`src/rtl/slave_cfg_seq.sv`:
```
module slave_cfg_seq #(
  parameter int unsigned PROG_LOW_CYC   = 20,
  parameter int unsigned INIT_LIMIT     = 10_000_000,
  parameter int unsigned DONE_LIMIT     = 100_000_000,
  parameter int unsigned SIZE_W         = 24,
  parameter logic [1:0]  TARGET_PRESENT = 2'b11,
  parameter logic [1:0]  TARGET_HAS_EN  = 2'b11
) (
  input  logic              clk,
  input  logic              rst_n,
  input  logic              start_i,
  input  logic              target_i,
  input  logic [SIZE_W-1:0] size_i,
  input  logic [7:0]        byte_i,
  input  logic              byte_valid_i,
  output logic              byte_ready_o,
  output logic [1:0]        prog_n_o,
  output logic [1:0]        init_hold_o,
  input  logic [1:0]        init_i,
  input  logic [1:0]        done_i,
  output logic [1:0]        en_o,
  output logic [1:0]        cfg_wr_o,
  output logic [7:0]        cfg_data_o,
  output logic              busy_o,
  output logic              finished_o,
  output logic [1:0]        result_o
);
  localparam int unsigned LIM_A = (INIT_LIMIT > DONE_LIMIT) ? INIT_LIMIT : DONE_LIMIT;
  localparam int unsigned LIM   = (LIM_A > PROG_LOW_CYC) ? LIM_A : PROG_LOW_CYC;
  localparam int unsigned CNT_W = $clog2(LIM + 1);
  localparam logic [1:0] RES_OK = 2'd0, RES_NOCFG = 2'd1, RES_NOINIT = 2'd2, RES_NODONE = 2'd3;

  typedef enum logic [2:0] {S_IDLE, S_PROG, S_WINIT, S_DATA, S_WDONE, S_FIN} state_t;

  state_t            state;
  logic              tgt;
  logic [SIZE_W-1:0] size_q, nbytes;
  logic [CNT_W-1:0]  cnt;
  logic [1:0]        init_m, init_s, done_m, done_s;

  wire init_hi = init_s[tgt];
  wire done_hi = done_s[tgt];

  assign byte_ready_o = (state == S_DATA);
  assign busy_o       = (state != S_IDLE);
  assign finished_o   = (state == S_FIN);

  always_ff @(posedge clk or negedge rst_n) begin
    if (!rst_n) begin
      init_m <= '0;
      init_s <= '0;
      done_m <= '0;
      done_s <= '0;
    end else begin
      init_m <= init_i;
      init_s <= init_m;
      done_m <= done_i;
      done_s <= done_m;
    end
  end

  always_ff @(posedge clk or negedge rst_n) begin
    if (!rst_n) begin
      state       <= S_IDLE;
      tgt         <= 1'b0;
      size_q      <= '0;
      nbytes      <= '0;
      cnt         <= '0;
      prog_n_o    <= 2'b11;
      init_hold_o <= 2'b11;
      en_o        <= 2'b00;
      cfg_wr_o    <= 2'b00;
      cfg_data_o  <= '0;
      result_o    <= RES_OK;
    end else begin
      cfg_wr_o <= 2'b00;
      case (state)
        S_IDLE: if (start_i) begin
          tgt    <= target_i;
          size_q <= size_i;
          nbytes <= '0;
          cnt    <= '0;
          if (!TARGET_PRESENT[target_i]) begin
            result_o <= RES_NOCFG;
            state    <= S_FIN;
          end else begin
            init_hold_o[target_i] <= 1'b0;
            prog_n_o[target_i]    <= 1'b0;
            en_o[target_i]        <= TARGET_HAS_EN[target_i];
            state                 <= S_PROG;
          end
        end
        S_PROG: begin
          if (cnt == CNT_W'(PROG_LOW_CYC - 1)) begin
            prog_n_o[tgt] <= 1'b1;
            cnt           <= '0;
            state         <= S_WINIT;
          end else begin
            cnt <= cnt + 1'b1;
          end
        end
        S_WINIT: begin
          if (init_hi) begin
            cnt   <= '0;
            state <= (size_q == '0) ? S_WDONE : S_DATA;
          end else if (cnt == CNT_W'(INIT_LIMIT - 1)) begin
            result_o <= RES_NOINIT;
            en_o     <= 2'b00;
            state    <= S_FIN;
          end else begin
            cnt <= cnt + 1'b1;
          end
        end
        S_DATA: if (byte_valid_i) begin
          cfg_data_o    <= byte_i;
          cfg_wr_o[tgt] <= 1'b1;
          nbytes        <= nbytes + 1'b1;
          if (nbytes == size_q - 1'b1) begin
            cnt   <= '0;
            state <= S_WDONE;
          end
        end
        S_WDONE: begin
          if (done_hi) begin
            result_o <= RES_OK;
            en_o     <= 2'b00;
            state    <= S_FIN;
          end else if (cnt == CNT_W'(DONE_LIMIT - 1)) begin
            result_o <= RES_NODONE;
            en_o     <= 2'b00;
            state    <= S_FIN;
          end else begin
            cnt <= cnt + 1'b1;
          end
        end
        default: state <= S_IDLE;
      endcase
    end
  end
endmodule


```
`config.mk`:
```
export PLATFORM = sky130hd
export DESIGN_NAME = slave_cfg_seq
export DESIGN_NICKNAME = d
export VERILOG_FILES = /design/src/rtl/slave_cfg_seq.sv
export SDC_FILE = /design/constraint.sdc
export NUM_CORES = 1
export LEC_CHECK = 0
export BUFFER_PORTS_ARGS = -buffer_cell sky130_fd_sc_hd__clkbuf_2
export CORE_AREA = 2 2 97 99
export CTS_BUF_LIST = sky130_fd_sc_hd__clkbuf_2 sky130_fd_sc_hd__clkbuf_4 sky130_fd_sc_hd__clkbuf_8
export CTS_CLUSTER_DIAMETER = 120
export DETAILED_ROUTE_END_ITERATION = 12
export DIE_AREA = 0 0 99 101
export GPL_TIMING_DRIVEN = 0
export HOLD_SLACK_MARGIN = 0.1
export PLACE_DENSITY = 0.95
export SYNTH_ARGS = -nofsm -noshare
export SYNTH_HDL_FRONTEND = slang
export SYNTH_SLANG_ARGS = --single-unit
```
`constraint.sdc`:
```
create_clock -name clk -period 8.7 [get_ports clk]
set_input_delay 1.74 -clock clk [delete_from_list [all_inputs] [get_ports clk]]
set_output_delay 1.74 -clock clk [all_outputs]
set_load 0.1 [all_outputs]
```
# Word-level counts from Yosys, hierarchy flattened
# Cells that the tools add are included.
[totals] regBits=105 inputBits=41 word_cells=119 out_inout_bits=21
[op_classes] eq_ne=22 bitwise=4 addsub=3 n_mux=53 reduce_logical=18 magnitude_cmp=4
[op_table] cell="$mux 27" n=8
[op_table] cell="$pmux 27 s5" n=1
[op_table] cell="$mux 24" n=2
[op_table] cell="$pmux 24 s2" n=1
[op_table] cell="$mux 2" n=17
[op_table] cell="$mux 3" n=10
[op_table] cell="$add 27x1->27 const B" n=1
[op_table] cell="$eq 27x24->1 const B" n=1
[op_table] cell="$eq 27x27->1 const B" n=1
[op_table] cell="$eq 27x5->1 const B" n=1
[op_table] cell="$add 24x1->24 const B" n=1
[op_table] cell="$eq 24x24->1" n=1
[op_table] cell="$logic_not 24->1" n=1
[op_table] cell="$sub 24x1->24 const B" n=1
[op_table] cell="$ne 2x2->1 const B" n=9
[op_table] cell="$reduce_and 6->1" n=3
[op_table] cell="$pmux 3 s5" n=1
[op_table] cell="$pmux 2 s3" n=2
[op_table] cell="$ne 3x3->1 const B" n=3
[op_table] cell="$mux 1" n=7
[op_table] cell="$reduce_and 7->1" n=1
[op_table] cell="$eq 3x2->1 const B" n=2
[op_table] cell="$eq 3x3->1 const B" n=2
[op_table] cell="$reduce_and 3->1" n=2
[op_table] cell="17 further kinds" n=25

# Depth between registers and ports, before layout
# Gate-level depths: netlist of run 1.
[logic_depth] depth_word=9 depth_mapped=11 ltp_nobuf=10

# Least setup slack after synthesis of run 1
# No wires, ideal clock.
[synth_path] kind="in2reg" from="input port start_i" to="register nbytes[19]" setup_ns=0.132 path_buffers=1 cell_stages=9 path_slack_ns=5.185 t_required_ns=8.568 arrival_time_ns=3.383 path_cell_list="or4b_1 -> clkbuf_1 -> a21oi_1 -> nand3_1 -> nor2_1 -> and4_1 -> nand4_1 -> xnor2_1 -> nor2_1"
[synth_between] elab_chain_cells=2
[synth_rtl] element="from (decl)" line="11" rtl="input logic start_i,"
[synth_rtl] element="$ne 2x2->1 (no source line)"
[synth_rtl] element="$reduce_and 3->1 (no source line)"
[synth_rtl] element="to (signal assigned)" line="117" rtl="nbytes <= nbytes + 1'b1;"
[synth_rtl] element="to (decl)" line="37" rtl="logic [SIZE_W-1:0] size_q, nbytes;"
# Every way passes these cells.
# A chain may end at the register's enable or synchronous reset.

# Worst setup path in the final report of run 1
[layout_path] from="register size_q[0]" to="register cnt[0]"
[layout_between] elab_chain_cells=4
[layout_rtl] element="from (decl)" line="37"
[layout_rtl] element="from (signal assigned)" line="80" rtl="size_q <= size_i;"
[layout_rtl] element="$sub 24x1->24" line="118" rtl="if (nbytes == size_q - 1'b1) begin"
[layout_rtl] element="$eq 24x24->1" line="118"
[layout_rtl] element="$ne 2x1->1 (no source line)"
[layout_rtl] element="$reduce_and 7->1 (no source line)"
[layout_rtl] element="to (signal assigned)" line="99" rtl="cnt <= cnt + 1'b1;"
[layout_rtl] element="to (signal assigned)" line="111" rtl="cnt <= cnt + 1'b1;"
[layout_rtl] element="to (signal assigned)" line="133" rtl="cnt <= cnt + 1'b1;"
[layout_rtl] element="to (decl)" line="38" rtl="logic [CNT_W-1:0] cnt;"
# Every way passes these cells.

==> results of run 1 <==
how the worst max path moves through the flow:
stage / start / end / slack (ns) / cells after the start
after floorplan: start_i / nbytes[19] / 5.18 / 9
after global placement: rst_n / cfg_data_o[3] / 4.61 / 1
after detailed placement: byte_valid_i / cnt[0] / 4.51 / 9
after CTS: state[1] / byte_ready_o / 4.88 / 4
after global routing: size_q[0] / cnt[0] / 4.57 / 11
final: size_q[0] / cnt[0] / 4.78 / 11
report_power, final:
part | internal, mW | leakage [nW] | switching [mW]
sequential | 0.599 | 1.37 | 0.125
combinational | 0.291 | 1.48 | 0.752
clock | 0.117 | 0.107 | 0.197
total | 1.01 | 2.95 | 1.07
flip-flops by register name, summed over array words and instances (netlist names):
register / cells
done_s: 2
size_q: 24
cfg_data_o: 8
nbytes: 24
done_m: 2
init_s: 2
cnt: 27
result_o: 2
prog_n_o: 2
init_m: 2
tgt: 1
state: 3
en_o: 2
init_hold_o: 2
cfg_wr_o: 2
cell type report:
class,instances,area [um^2]
multi-input cells,509,2927
flip-flops and latches,105,2633
fillers,606,2481
repair buffers,62,335.3
well taps,111,138.9
plain buffers,29,132.6
clock buffers,9,123.9
inverters,30,112.6
clock inverters,7,93.84
cell usage in the layout, fill, tap and decap left out, types with 5 or more instances in the layout:
cell type / synthesis / routed
a211o_1: 5 / 5
a21oi_1: 10 / 10
a31oi_1: 22 / 22
and2_1: 5 / 5
and3_1: 10 / 10
and4_1: 5 / 5
clkbuf_1: 21 / 21
clkbuf_2: 0 / 60
clkbuf_8: 0 / 9
dfrtp_1: 101 / 101
inv_1: 30 / 30
mux2i_1: 6 / 6
nand2_1: 133 / 133
nand2b_1: 5 / 5
nand3_1: 25 / 25
nand4_1: 12 / 12
nor2_1: 55 / 55
nor2b_1: 5 / 5
nor3_1: 32 / 32
nor4_1: 13 / 13
o21ai_0: 12 / 12
o21ai_1: 22 / 22
o31ai_1: 5 / 5
or3_1: 12 / 12
or4_1: 6 / 6
xnor2_1: 24 / 24
xor2_1: 23 / 23
layer usage:
| metal | share of wire, % | up-vias | global-route usage, % | wire [um] |
|---|---|---|---|---|
| met2 | 50 | 339 | 53.69 | 7568 |
| met1 | 38 | 2604 | 38.56 | 5749 |
| met5 | 0 | - | 0 | 0 |
| met4 | 3.8 | 0 | 13.28 | 569 |
| met3 | 8.0 | 90 | 6.935 | 1206 |
| li1 | - | 2499 | - | - |
through the flow:
| step | utilization [%] | setup slack [ns] |
|---|---|---|
| 2_1_floorplan | - | 5.185 |
| 3_3_place_gp | 69.60 | 4.613 |
| 3_5_place_dp | 69.94 | 4.509 |
| 4_1_cts | 72.36 | 4.876 |
| 5_1_grt | 72.36 | 4.571 |
| 6_report | 72.36 | 4.781 |
cells by family after synthesis:
family | after synthesis
AOI/OAI and AO/OA | 106
xor gates and xnor gates | 47
adders and majority gates | 4
buffers and inverters | 59
DFF | 105
muxes | 8
and+or+nand+nor | 344
critical path, cell delays in order (launching register included):
cell and delay [ns]:
dfrtp_1 0.45, inv_1 0.12, ha_1 0.21, nor3b_1 0.43, nand4_1 0.33, or3_1 0.41, mux2i_1 0.14, nor4_1 0.55
a31oi_2 0.31, nor2_2 0.47, buf_4 0.28, mux2i_1 0.09
==> flow_summary.yaml, run 1 <==
worst_setup_path:
  end_kind: "register"
  critPathKind: "reg -> reg"
  critPathMaxFanout: 10
  crit_required_ns: 8.98
  regToRegStartpoint: "size_q[0]"
  cp.arrival_ns: 4.20
  rrSetupSlack_ns: 4.78
  r2r-end: "cnt[0]"
  worstSetupStartpointType: "register"
  r2r.worst_path.cells: 11
timing:
  finalSetupViolations: 0
  hold_viol_final: 0
  maxSlewHeadroom_pct: 55.47
  maxSlewViolCount: 0
  rsz0062_at_grt: "no"
  worst_pin_slew_ns: 0.6590
  period_share_pct: 45.04
  tns_ns: 0
  hold_ws_ns: 0.3696
  period_minus_slack_ns: 3.919
  finClkSkew_ns: 0.01917
  clock.fmax_mhz: 255.2
worst_hold_path:
  hold_path.class: "reg -> reg"
  hold-path-endpoint: "init_s[0]"
  whs_path_depth: 0
  min_from: "init_m[0]"
synth:
  synth_area_leaders: "dfrtp_1, nand2_1, xnor2_1"
  synth_top_family_by_area: "simple AND/OR/NAND/NOR gates"
  synth_xor_area_share_pct: 7.092
  yosysTopAreaCellShare_pct: 43.54
  yosys.cell_types.count: 66
  ys_ff_latch: 105
  synthArstFlopShare_pct: 100.0
  yosysSeqAreaShare_pct: 45.35
  synthMuxAreaShare_pct: 1.423
  synth_adder_area_share_pct: 0.8623
  synth_area_leader_cell: "dfrtp_1"
  synth-edff-count: 0
  synth-compound-area-share_pct: 12.09
  synthFlopType: "dfrtp_1"
  synth_cells: 673
  yosysWarningCount: 0
  syn_avg_cell_area_um2: 8.625
  netlist_top_cells_count: "nand2_1, dfrtp_1, nor2_1"
  yosysMostFrequentCell: "nand2_1"
  synth_fp_nets: 718
  syn_area_um2: 5804
  synth-simple-area-share_pct: 28.95
floorplan:
  start_util_pct: 64.66
  rows: 35
  die_h_um: 101
  die-area_um2: 9999
  io_pins: 62
  die_w_um: 99
  core_area_um2: 8977
clock_network:
  clk_root_buffer_cell: "clkbuf_8"
  clk_pin_slew_ns: 0.12
  clock_sinks: 105
  clockBufferDepth: 2
  htreeDepth: 3
  cts_setup_buffers: 0
  ctsResizeCount: 0
  cts_made_buffers: 9
  cts_tree: "done"
  clk_latency_ns: 0.40
  cts.hold.buffers_added: 0
global_routing:
  grt_first_pass_wirelength_um: 25190
  gr-usage-all-layers_pct: 31.39
  grt_pass1_vias: 5426
  grt_max_degree: 72
  antenna_found_initial: 0
  grt_overflow: 0
cells_and_area:
  area_growth_syn_to_layout_pct: 11.92
  drive_gt1_share_pct: 13.18
  nNetsFinal: 791
  num_antenna_cells: 0
  fin_cells: 862
  design_area_um2: 6496
pwr:
  finalPower_mw: 2.080
  p_leak_nw: 2.949
  ir_worst_vdd_mv: 0.3227
  p_per_area_nw_per_um2: 320.2
placed_design:
  placed_area_um2: 6279
  dp.final_hpwl_um: 10750
  globalplace.congestion: 0.9890
  dp_cells: 846
  port_buffers: 61
detailed_routing:
  ant_nets: 0
  wl_um: 15090
  drt_iter0_markers: 500
  drcViolationCount: 0
  via_per_inst: 6.418
  wire_per_inst_um: 17.51
  drt_first_pass_iters: 8
  vias: 5532
run:
  cap_violations: 0
outcome:
  status: "finished, final reports clean"
(Power assumes the default switching activity.)
==> run 2: changes to the inputs <==
--- a/config.mk
+++ b/config.mk
@@ -6,14 +6,14 @@
 export NUM_CORES = 1
 export LEC_CHECK = 0
 export BUFFER_PORTS_ARGS = -buffer_cell sky130_fd_sc_hd__clkbuf_2
-export CORE_AREA = 2 2 97 99
+export CORE_AREA = 2 2 106 108
 export CTS_BUF_LIST = sky130_fd_sc_hd__clkbuf_2 sky130_fd_sc_hd__clkbuf_4 sky130_fd_sc_hd__clkbuf_8
 export CTS_CLUSTER_DIAMETER = 120
 export DETAILED_ROUTE_END_ITERATION = 12
-export DIE_AREA = 0 0 99 101
+export DIE_AREA = 0 0 108 110
 export GPL_TIMING_DRIVEN = 0
 export HOLD_SLACK_MARGIN = 0.1
-export PLACE_DENSITY = 0.95
+export PLACE_DENSITY = 0.88
 export SYNTH_ARGS = -nofsm -noshare
 export SYNTH_HDL_FRONTEND = slang
 export SYNTH_SLANG_ARGS = --single-unit
==> constraint.sdc (replaced) <==
create_clock -name clk -period 3.45 [get_ports clk]
set_input_delay 0.69 -clock clk [delete_from_list [all_inputs] [get_ports clk]]
set_output_delay 0.69 -clock clk [all_outputs]
set_load 0.1 [all_outputs]
==> flow_summary.yaml, run 2 (synthesized netlist as in run 1, its figures left out) <==
outcome:
  status: "finished, final reports clean"
detailed_routing:
  drt_first_pass_iters: 7
  ant_nets: 0
  wire_per_inst_um: 16.00
  drcViolationCount: 0
  drt_iter0_markers: 389
  vias: 5249
  via_per_inst: 5.885
  wl_um: 14270
cells_and_area:
  final_core_util_pct: 61.63
  largest_reg_flops: 27
  top_regs: "cnt (27), nbytes (24), size_q (24)"
  design_area_um2: 6593
  fin_cells: 892
  layout_common_cells: "nand2_1, dfrtp_1, clkbuf_2, nor2_1, nor3_1"
  final_common_cell: "nand2_1"
  drive_gt1_share_pct: 13.96
  area_growth_syn_to_layout_pct: 13.58
  nNetsFinal: 792
  nFillCells: 908
  num_antenna_cells: 0
  regMostFlops: "cnt"
run:
  cap_violations: 0
placed_design:
  port_buffers: 61
  placed_area_um2: 6315
  globalplace.congestion: 0.9401
  dp_cells: 875
  place_ws_ns: -0.3884
  dp.final_hpwl_um: 10220
worst_setup_path:
  regToRegStartpoint: "size_q[1]"
  critPathKind: "reg -> reg"
  critPathMaxFanout: 6
  crit_required_ns: 3.72
  critPathMaxStageDelay_ns: 0.44
  worstSetupStartpointType: "register"
  cp_slowest_cell: "dfrtp_1"
  path_cells: "inv_1 -> ha_1 -> nor3b_4 -> nand4_1 -> or3_1 -> mux2i_1 -> nor4_4 -> a31oi_4 -> or2_1 -> buf_6 -> a211o_1"
  critPathLaunch: "size_q[1]"
  end_kind: "register"
  cp.arrival_ns: 3.51
timing:
  fin_ws_ns: 0.2134
  hold_viol_final: 0
  worst_pin_slew_ns: 0.8216
  period_minus_slack_ns: 3.237
  clock.fmax_mhz: 309.0
  tns_ns: 0
  maxSlewViolCount: 0
  maxSlewHeadroom_pct: 45.23
  finalSetupViolations: 0
  period_share_pct: 93.82
  hold_ws_ns: 0.3599
  finClkSkew_ns: 0.01234
clock_network:
  clk_root_buffer_cell: "clkbuf_8"
  clockBufferDepth: 2
  cts.hold.buffers_added: 0
  cts_tree: "done"
  clk_pin_slew_ns: 0.11
  cts_made_buffers: 9
  clock_sinks: 105
  clk_latency_ns: 0.39
  htreeDepth: 3
floorplan:
  die_h_um: 110
  core_area_um2: 10700
  die_w_um: 108
  die-area_um2: 11880
  io_pins: 62
  start_util_pct: 54.26
  rows: 38
global_routing:
  gr-usage-all-layers_pct: 24.86
  grt_first_pass_wirelength_um: 23230
  grt_max_degree: 59
  antenna_found_initial: 0
  grt_overflow: 0
  grt_pass1_vias: 4843
worst_hold_path:
  hold_path.class: "reg -> reg"
  min_from: "init_m[1]"
pwr:
  p_leak_nw: 2.978
  p_per_area_nw_per_um2: 795.1
  ir_worst_vdd_mv: 0.6903
  finalPower_mw: 5.242
run 2: area by class of cell:
| class | count | area (um^2) | area share, % |
|---|---|---|---|
| buffer | 29 | 132.6 | 2.012 |
| clock buffer | 10 | 137.6 | 2.088 |
| clock inverter | 6 | 65.06 | 0.9869 |
| inverter | 30 | 112.6 | 1.708 |
| multi-input combinational | 509 | 2994 | 45.42 |
| sequential | 105 | 2633 | 39.93 |
| tap | 140 | 175.2 | 2.657 |
| timing repair buffer | 63 | 342.8 | 5.200 |
run 2: worst paths after layout:
path                                     to  slack (ns)  cells after the start
worst max-delay path                cnt[19]        0.21                     11
worst min-delay path              init_s[1]        0.36                      0
worst max register to register      cnt[19]        0.21                     11
worst min register to register    init_s[1]        0.36                      0
max in group asynchronous       prog_n_o[1]        2.28                      2
min in group asynchronous        size_q[15]        0.42                      1
run 2: power breakdown:
group,switching (mW),leakage [nW],total [mW],internal [mW]
combinational,1.88,1.51,2.64,0.756
sequential,0.323,1.37,1.83,1.51
clock,0.465,0.104,0.770,0.305
run 2: layer usage:
layer	vias up	wire (um)	global-route usage [%]
li1	2494	-	-
met1	2470	5982	34.02
met2	245	6735	39.35
met3	40	1172	5.291
met4	0	378	8.974
met5	-	0	0
run 2: what timing repair did:
action	in CTS	in global routing
gates resized for setup	4	6
pin swaps	0	1
setup buffers	0	1
setup endpoints to repair	26	25
run 2: critical path: cells and delay by family (launching register included):
kind,cells,cell delay (ns)
compound gates,2,0.49
fa+ha+maj,1,0.22
buf+inv,2,0.26
flops,1,0.44
mux,1,0.17
simple gates,5,1.56
